<file path="src/rtl/ibm_pkg.sv">
package ibm_pkg;

    typedef enum logic [1:0] {
        BUS_UNKNOWN = 2'd0,
        BUS_BUSY    = 2'd1,
        BUS_HOLDOFF = 2'd2,
        BUS_FREE    = 2'd3
    } bus_state_e;

    typedef struct packed {
        logic start;
        logic stop;
    } line_evt_t;

    // Cycles covering a duration, rounded up; never below one.
    function automatic int unsigned span_cycles(longint unsigned hz,
                                                longint unsigned amount,
                                                longint unsigned units_per_sec);
        longint unsigned c;
        c = (hz * amount + units_per_sec - 1) / units_per_sec;
        if (c == 0) c = 1;
        return int'(c);
    endfunction

endpackage

</file>
<file path="src/rtl/ibm_line_events.sv">
module ibm_line_events
    import ibm_pkg::*;
(
    input  logic      clk,
    input  logic      scl_i,
    input  logic      sda_i,
    output line_evt_t evt
);
    logic scl_q;
    logic sda_q;

    // Previous samples follow the lines during reset as well.
    always_ff @(posedge clk) begin
        scl_q <= scl_i;
        sda_q <= sda_i;
    end

    always_comb begin
        evt.start = scl_q & scl_i & sda_q & ~sda_i;
        evt.stop  = scl_q & scl_i & ~sda_q & sda_i;
    end
endmodule

</file>
<file path="src/rtl/ibm_hold_timer.sv">
module ibm_hold_timer #(
    parameter int unsigned LIMIT = 10
) (
    input  logic clk,
    input  logic rst,
    input  logic run,
    input  logic clear,
    output logic done
);
    localparam int unsigned CW = $clog2(LIMIT + 1);
    localparam logic [CW-1:0] LAST = CW'(LIMIT - 1);

    logic [CW-1:0] cnt;

    assign done = run && (cnt == LAST);

    always_ff @(posedge clk) begin
        if (rst || clear || !run) begin
            cnt <= '0;
        end else if (!done) begin
            cnt <= cnt + 1'b1;
        end
    end

    AST_CNT_IN_RANGE: assert property (@(posedge clk) disable iff (rst)
        cnt <= LAST);
endmodule

</file>
<file path="src/rtl/ibm_state_ctrl.sv">
module ibm_state_ctrl
    import ibm_pkg::*;
(
    input  logic      clk,
    input  logic      rst,
    input  logic      i2c_mode,
    input  line_evt_t evt,
    input  logic      free_done,
    input  logic      idle_done,
    output logic      in_holdoff,
    output logic      in_unknown,
    output logic      bus_busy
);
    bus_state_e state;
    bus_state_e nxt;

    always_comb begin
        nxt = state;
        if (evt.stop) begin
            nxt = BUS_HOLDOFF;
        end else if (evt.start) begin
            nxt = BUS_BUSY;
        end else begin
            case (state)
                BUS_UNKNOWN: if (idle_done) nxt = BUS_FREE;
                BUS_HOLDOFF: if (free_done) nxt = BUS_FREE;
                default:     nxt = state;
            endcase
        end
    end

    always_ff @(posedge clk) begin
        if (rst) begin
            state <= i2c_mode ? BUS_UNKNOWN : BUS_FREE;
        end else begin
            state <= nxt;
        end
    end

    assign in_holdoff = (state == BUS_HOLDOFF);
    assign in_unknown = (state == BUS_UNKNOWN);
    assign bus_busy   = (state != BUS_FREE);

    AST_START_GOES_BUSY: assert property (@(posedge clk) disable iff (rst)
        evt.start |=> bus_busy);
    AST_STOP_HOLDS_BUSY: assert property (@(posedge clk) disable iff (rst)
        evt.stop |=> bus_busy);
    AST_RELEASE_NEEDS_TIMER: assert property (@(posedge clk) disable iff (rst)
        $fell(bus_busy) |-> ($past(free_done) || $past(idle_done)));
    AST_MODE_ON_BUSY: assert property (@(posedge clk) disable iff (rst)
        ($past(rst) && $past(i2c_mode)) |-> bus_busy);
    AST_MODE_OFF_FREE: assert property (@(posedge clk) disable iff (rst)
        ($past(rst) && !$past(i2c_mode)) |-> !bus_busy);
endmodule

</file>
<file path="src/rtl/i2c_busy_monitor.sv">
module i2c_busy_monitor
    import ibm_pkg::*;
#(
    parameter int unsigned CLK_HZ      = 50_000_000,
    parameter int unsigned BUS_FREE_NS = 4700,
    parameter int unsigned IDLE_US     = 4000
) (
    input  logic clk,
    input  logic rst,
    input  logic scl_i,
    input  logic sda_i,
    input  logic i2c_mode_i,
    output logic bus_busy_o,
    output logic start_seen_o,
    output logic stop_seen_o
);
    localparam int unsigned FREE_CYC = span_cycles(CLK_HZ, BUS_FREE_NS, 64'd1_000_000_000);
    localparam int unsigned IDLE_CYC = span_cycles(CLK_HZ, IDLE_US, 64'd1_000_000);

    line_evt_t evt;
    logic      free_done;
    logic      idle_done;
    logic      in_holdoff;
    logic      in_unknown;
    logic      lines_high;

    assign lines_high = scl_i & sda_i;

    ibm_line_events u_events (
        .clk   (clk),
        .scl_i (scl_i),
        .sda_i (sda_i),
        .evt   (evt)
    );

    // Bus-free gap: restarted by every STOP.
    ibm_hold_timer #(.LIMIT(FREE_CYC)) u_free_timer (
        .clk   (clk),
        .rst   (rst),
        .run   (in_holdoff),
        .clear (evt.stop),
        .done  (free_done)
    );

    // Post-reset idle watch: any low level zeroes the count.
    ibm_hold_timer #(.LIMIT(IDLE_CYC)) u_idle_timer (
        .clk   (clk),
        .rst   (rst),
        .run   (in_unknown & lines_high),
        .clear (1'b0),
        .done  (idle_done)
    );

    ibm_state_ctrl u_ctrl (
        .clk        (clk),
        .rst        (rst),
        .i2c_mode   (i2c_mode_i),
        .evt        (evt),
        .free_done  (free_done),
        .idle_done  (idle_done),
        .in_holdoff (in_holdoff),
        .in_unknown (in_unknown),
        .bus_busy   (bus_busy_o)
    );

    always_ff @(posedge clk) begin
        if (rst) begin
            start_seen_o <= 1'b0;
            stop_seen_o  <= 1'b0;
        end else begin
            start_seen_o <= evt.start;
            stop_seen_o  <= evt.stop;
        end
    end

    AST_START_PULSE_BUSY: assert property (@(posedge clk) disable iff (rst)
        start_seen_o |-> bus_busy_o);
    AST_STOP_PULSE_BUSY: assert property (@(posedge clk) disable iff (rst)
        stop_seen_o |-> bus_busy_o);
endmodule

</file>
<file path="config.mk">
export PLATFORM = sky130hd
export DESIGN_NAME = i2c_busy_monitor
export DESIGN_NICKNAME = d
export VERILOG_FILES = /design/src/rtl/ibm_pkg.sv /design/src/rtl/ibm_line_events.sv /design/src/rtl/ibm_hold_timer.sv /design/src/rtl/ibm_state_ctrl.sv /design/src/rtl/i2c_busy_monitor.sv
export SDC_FILE = /design/constraint.sdc
export NUM_CORES = 1
export LEC_CHECK = 0
export CELL_PAD_IN_SITES_DETAIL_PLACEMENT = 0
export CELL_PAD_IN_SITES_GLOBAL_PLACEMENT = 1
export CORE_ASPECT_RATIO = 2
export CORE_UTILIZATION = 45
export CTS_CLUSTER_SIZE = 16
export DETAILED_ROUTE_END_ITERATION = 8
export DONT_BUFFER_PORTS = 1
export HOLD_SLACK_MARGIN = 0.03
export PLACE_DENSITY = 0.72
export SYNTH_ARGS = -nofsm -noshare
export SYNTH_HDL_FRONTEND = slang
export SYNTH_HIERARCHICAL = 1
export SYNTH_SLANG_ARGS = --single-unit
</file>
<file path="constraint.sdc">
create_clock -name clk -period 2.5 [get_ports clk]
set_clock_uncertainty 0.05 [all_clocks]
set_input_delay 0.5 -clock clk [delete_from_list [all_inputs] [get_ports clk]]
set_output_delay 0.5 -clock clk [all_outputs]
set_load 0.005 [all_outputs]
</file>
; Word-level counts from Yosys, hierarchy flattened
; Index checks and enable logic that the tools add are counted.
[classes]
n_addsub = 2
n_eq_ne = 6
mux = 7
bitwise_logic = 9
reduce_logical = 10
[ops]
columns = op, count
row1 = $add A18 B1 Y18 const B, 1
row2 = $eq A18 B18 Y1 const B, 1
row3 = $mux W2, 6
row4 = $add A8 B1 Y8 const B, 1
row5 = $eq A8 B8 Y1 const B, 1
row6 = $and A1 B1 Y1, 7
row7 = $ne A5 B4 Y1 const B, 1
row8 = $ne A5 B5 Y1 const B, 1
row9 = $reduce_bool A5 Y1, 1
row10 = $pmux W2 S2, 1
row11 = $logic_or A1 B1 Y1, 3
row12 = $reduce_and A3 Y1, 1
row13 = $eq A2 B2 Y1 const B, 1
row14 = $logic_and A1 B1 Y1, 2
row15 = $logic_not A1 Y1, 2
row16 = $logic_not A2 Y1, 1
row17 = $ne A2 B2 Y1 const B, 1
row18 = $not A1 Y1, 2
[word_totals]
reg_bits = 32
inputBits = 5
out_inout_bits = 3
word_cells = 41

; Logic depth before layout (Yosys ltp)
[logic_depth]
ltp_word = 8
ltp_mapped = 8
ltp_nobuf = 8

; Cells and area by module
; Netlist, hierarchy kept.
[modules_own_cells]
columns = mod, n_inst, cells_per_inst, area_per_inst_um2, seq_area_each_um2
row1 = ibm_hold_timer (u_idle_timer), 1, 102, 893.4, 360.3
row2 = ibm_hold_timer (u_free_timer), 1, 45, 391.6, 160.2
row3 = ibm_state_ctrl, 1, 11, 115.1, 60.1
row4 = i2c_busy_monitor, 1, 6, 62.6, 40.0
row5 = ibm_line_events, 1, 4, 60.1, 40.0

; Worst setup path after synthesis
; No wires, ideal clock.
[synth_path]
path_type = register to register
startpoint = register u_idle_timer.cnt[0]
endpoint = register u_ctrl.state[0], enable pin
setup_time_ns = 0.313
t_arrival_ns = 1.591
required_time_ns = 2.137
setup_slack_ns = 0.546
path_stages_with_launch = 8
n_path_buf = 0
period_less_slack_ns = 1.954
path_cell_list = dfxtp_1 -> ha_1 -> nand2_1 -> nor3_1 -> nand2_2 -> inv_1 -> mux2i_1 -> o21ai_1
[synth_between]
elab_chain_len = 4
[synth_rtl]
columns = element, line_no
row1 = from (decl), ibm_hold_timer.sv:13  ; logic [CW-1:0] cnt;
row2 = from (signal assigned), ibm_hold_timer.sv:21  ; cnt <= cnt + 1'b1;
row3 = $eq A18 B18 Y1, ibm_hold_timer.sv:15  ; assign done = run && (cnt == LAST);
row4 = $logic_and A1 B1 Y1, ibm_hold_timer.sv:15
row5 = net idle_done, i2c_busy_monitor.sv:22  ; logic idle_done;
row6 = $ne A5 B4 Y1 (no line), --
row7 = $reduce_and A3 Y1 (no line), --
row8 = to (signal assigned), ibm_state_ctrl.sv:34  ; state <= i2c_mode ? BUS_UNKNOWN : BUS_FREE;
row9 = to (signal assigned), ibm_state_ctrl.sv:36  ; state <= nxt;
row10 = to (decl), ibm_state_ctrl.sv:14  ; bus_state_e state;
; The timed path passes the listed nets, and every way through them passes these cells.
; A chain may end at the register's enable or synchronous reset.

; Worst setup path in the final report
[layout_path]
startpoint = register u_ctrl.state[1]
endpoint = register u_ctrl.state[1], enable pin
[layout_between]
elab_chain_len = 5
elab_cells_between_ends = 9
cone_classes = eq/ne: 3 / bitwise: 1 / reduce/logical: 5
[layout_rtl]
columns = element, line_no
row1 = $logic_not A2 Y1, ibm_state_ctrl.sv:41  ; assign in_unknown = (state == BUS_UNKNOWN);
row2 = net in_unknown, i2c_busy_monitor.sv:24  ; logic in_unknown;
row3 = $and A1 B1 Y1, i2c_busy_monitor.sv:49  ; .run (in_unknown & lines_high),
row4 = $logic_and A1 B1 Y1, ibm_hold_timer.sv:15
row5 = net idle_done, i2c_busy_monitor.sv:22
row6 = $ne A5 B4 Y1 (no line), --
row7 = $reduce_and A3 Y1 (no line), --
; The timed path passes the listed nets, and every way through them passes these cells.

==> impl_metrics.yaml <==
hold_path:
  hold_class: "input pin to register"
timing:
  max_slew_margin_pct: 61.6
  setup_viol: 0
  slew_viol_final: 0
  finalCritPeriodShare_pct: 83.5
  hold_viol_final: 0
  max_freq_mhz: 479
  rsz0062_at_grt: "false"
  fin_tns_setup_ns: 0
  worst_pin_slew_ns: 0.575
  fin_ws_ns: 0.413
  post-route-min-period_ns: 2.09
cells_and_area:
  multi_input_area_sq_um: 846
  nets: 184
  n_antenna_cell: 0
  regArea_sq_um: 661
  syn_to_final_growth_pct: 8.46
  final_layout_size_suffix_gt1_share_pct: 9.04
  fill_cells: 320
floorplanning:
  die_w_um: 43.1
  die_h_um: 84.3
  coreArea_sq_um: 3190
  ioPinCount: 8
  dieArea_sq_um: 3630
  placementRows: 29
  initial_core_util_pct: 47.7
route:
  wl_met1_um: 1220
  drc: 0
  dr_wl_met2_um: 1890
  ant_nets: 0
  wl_per_cell_um: 15.8
  first_iter_violations: 49
  wl_um: 3290
  wl_met3_um: 52
  drt-pass1-iter-count: 4
  routed.top_layer: "met4"
  via_per_inst: 6.17
  vias: 1284
grt:
  grt_pass1_vias: 1262
  antenna_found_initial: 0
  grt-ovfl-total: 0
  grt_max_degree: 15
  grt_pass1_wl_um: 5550
  grt.total_usage_pct: 20.1
yosys:
  synth_top_cell_area_share_pct: 39.4
  yosysUniqueCellTypes: 43
  syn_area_sq_um: 1520
  synth_top_family_by_area: "simple AND/OR/NAND/NOR gates"
  synth_most_common_cell: "dfxtp_1"
  synthAdderAreaFrac_pct: 2.47
  synth_xor_area_share_pct: 6.33
  syn-mean-instance-area_sq_um: 9.06
  synthSimpleGateAreaFrac_pct: 34.0
  synth_mux_area_share_pct: 3.29
  synth_edf_count: 2
  yosysWarnings: 6
  synth_compound_area_share_pct: 8.96
  synth_common_cells: "dfxtp_1, nor2_1, nand2_1"
  synth.area.top_cells: "dfxtp_1, xnor2_1, edfxtp_1"
  synth_flop_cell: "dfxtp_1"
  ys_seq_area_share_pct: 43.4
  netlist_instances: 168
  yosysTopAreaCell: "dfxtp_1"
  synthArstFlopShare_pct: 0
  ys_seq_elements: 32
worst_setup_path:
  end_kind: "register"
  crit_type: "register to register"
  critPathLaunchType: "register"
  crit_fanout: 4
  cp_data_arrival_time_ns: 2.01
  crit_required_ns: 2.42
pwr:
  vdd_ir_drop_max_uv: 406
  p_total_w: 0.000911
  leakage_nw: 0.517
  powerDensity_nw_per_um2: 552
clocking:
  clk_pin_slew_ns: 0.06
  ctsResizeCount: 0
  cts_buffers: 5
  cts_hold_buf: 0
  htreeDepth: 2
  clock_path_buffers: 2
  clock_sinks: 32
  root_buffer: "clkbuf_8"
  post_cts_buffers: 0
  clock_latency_ns: 0.28
  cts_tree: "built"
place:
  place.gp.congestion: 0.918
  dp_hpwl_um: 2530
  portBuffers: 0
  pre_cts_ws_ns: 0.397
run:
  drv_cap: 0
status:
  status: "complete, no violations"
[registers in the layout, indices dropped and copies added, names as in the netlist]
register and cells:
u_ctrl/state 2, u_events/sda_q 1, stop_seen_o 1, u_events/scl_q 1, start_seen_o 1, u_free_timer/cnt 8
u_idle_timer/cnt 18
[worst paths after layout]
check / slack [ns] / end / startpoint / cells after the start
worst max-delay path: 0.41 / u_ctrl/state[1] / u_ctrl/state[1] / 8
worst min-delay path: 0.20 / u_events/sda_q / sda_i / 0
worst max register to register: 0.41 / u_ctrl/state[1] / u_ctrl/state[1] / 8
worst min register to register: 0.44 / u_idle_timer/cnt[1] / u_idle_timer/cnt[1] / 2
[cell families (layout without fill, tap and decap cells)]
group | after synthesis | after routing
buf+inv | 5 | 13
xor+xnor | 11 | 11
mux | 5 | 5
compound gates | 22 | 22
fa+ha+maj | 3 | 3
simple gates | 89 | 89
other cells | 1 | 2
flops | 32 | 32
[report_power, final]
part	leakage (nW)	internal (W)	switching, W	total, W
Sequential	0.261	0.000522	0.00000508	0.000527
Combinational	0.216	0.00000811	0.0000101	0.0000182
Clock	0.0399	0.000193	0.000173	0.000366
[cell usage in the layout (no fill, tap or decap), types with 2 or more instances in the layout]
cell type  instances
dfxtp_1           30
nor2_1            16
nand2_1           14
nand3_1           11
nor3_1             8
xnor2_1            8
nand4_1            7
o21ai_0            7
clkbuf_8           5
mux2i_1            5
a21oi_1            4
nor4_1             4
nor2b_1            3
inv_1              3
nor3b_1            3
or3_1              3
xor2_1             3
ha_1               3
a31oi_1            3
and3_1             2
clkbuf_1           2
o21ai_1            2
edfxtp_1           2
and4b_1            2
nand3b_1           2
or4b_4             2
nor3_2             2
conb_1             2
nand2b_1           2
buf_4              2
[metrics by stage]
step / hold slack, ns / instance area, sq um / utilization [%] / cells
2_1_floorplan: 0.396 / 1530 / - / 169
3_3_place_gp: 0.412 / 1570 / 49.2 / 200
3_5_place_dp: 0.434 / 1570 / 49.2 / 200
4_1_cts: 0.186 / 1650 / 51.7 / 208
5_1_grt: 0.182 / 1650 / 51.7 / 208
6_report: 0.200 / 1650 / 51.7 / 208
[critical path, stage by stage, from the launching register on]
cell and delay [ns]:
edfxtp_1 0.44, nor2_1 0.12, and3_1 0.20, nand4_1 0.17, nor3_2 0.31, nand2_2 0.13
inv_1 0.08, mux2i_1 0.06, o21ai_1 0.21
[metal layers]
| metal | track usage [%] | vias up |
|---|---|---|
| met1 | 18.8 | 623 |
| met5 | 0 | - |
| met3 | 3.87 | 10 |
| li1 | - | 634 |
| met4 | 13.2 | 0 |
| met2 | 36.9 | 17 |
[final cells by class]
| class | count | share of cell area [%] |
|---|---|---|
| inverter | 3 | 0.682 |
| clock inverter | 1 | 0.227 |
| sequential | 32 | 40.0 |
| clock buffer | 7 | 4.62 |
| timing repair buffer | 2 | 0.909 |
| multi-input combinational | 132 | 51.2 |
| tap | 31 | 2.35 |
Note: power is estimated with default switching activity, not from simulation.
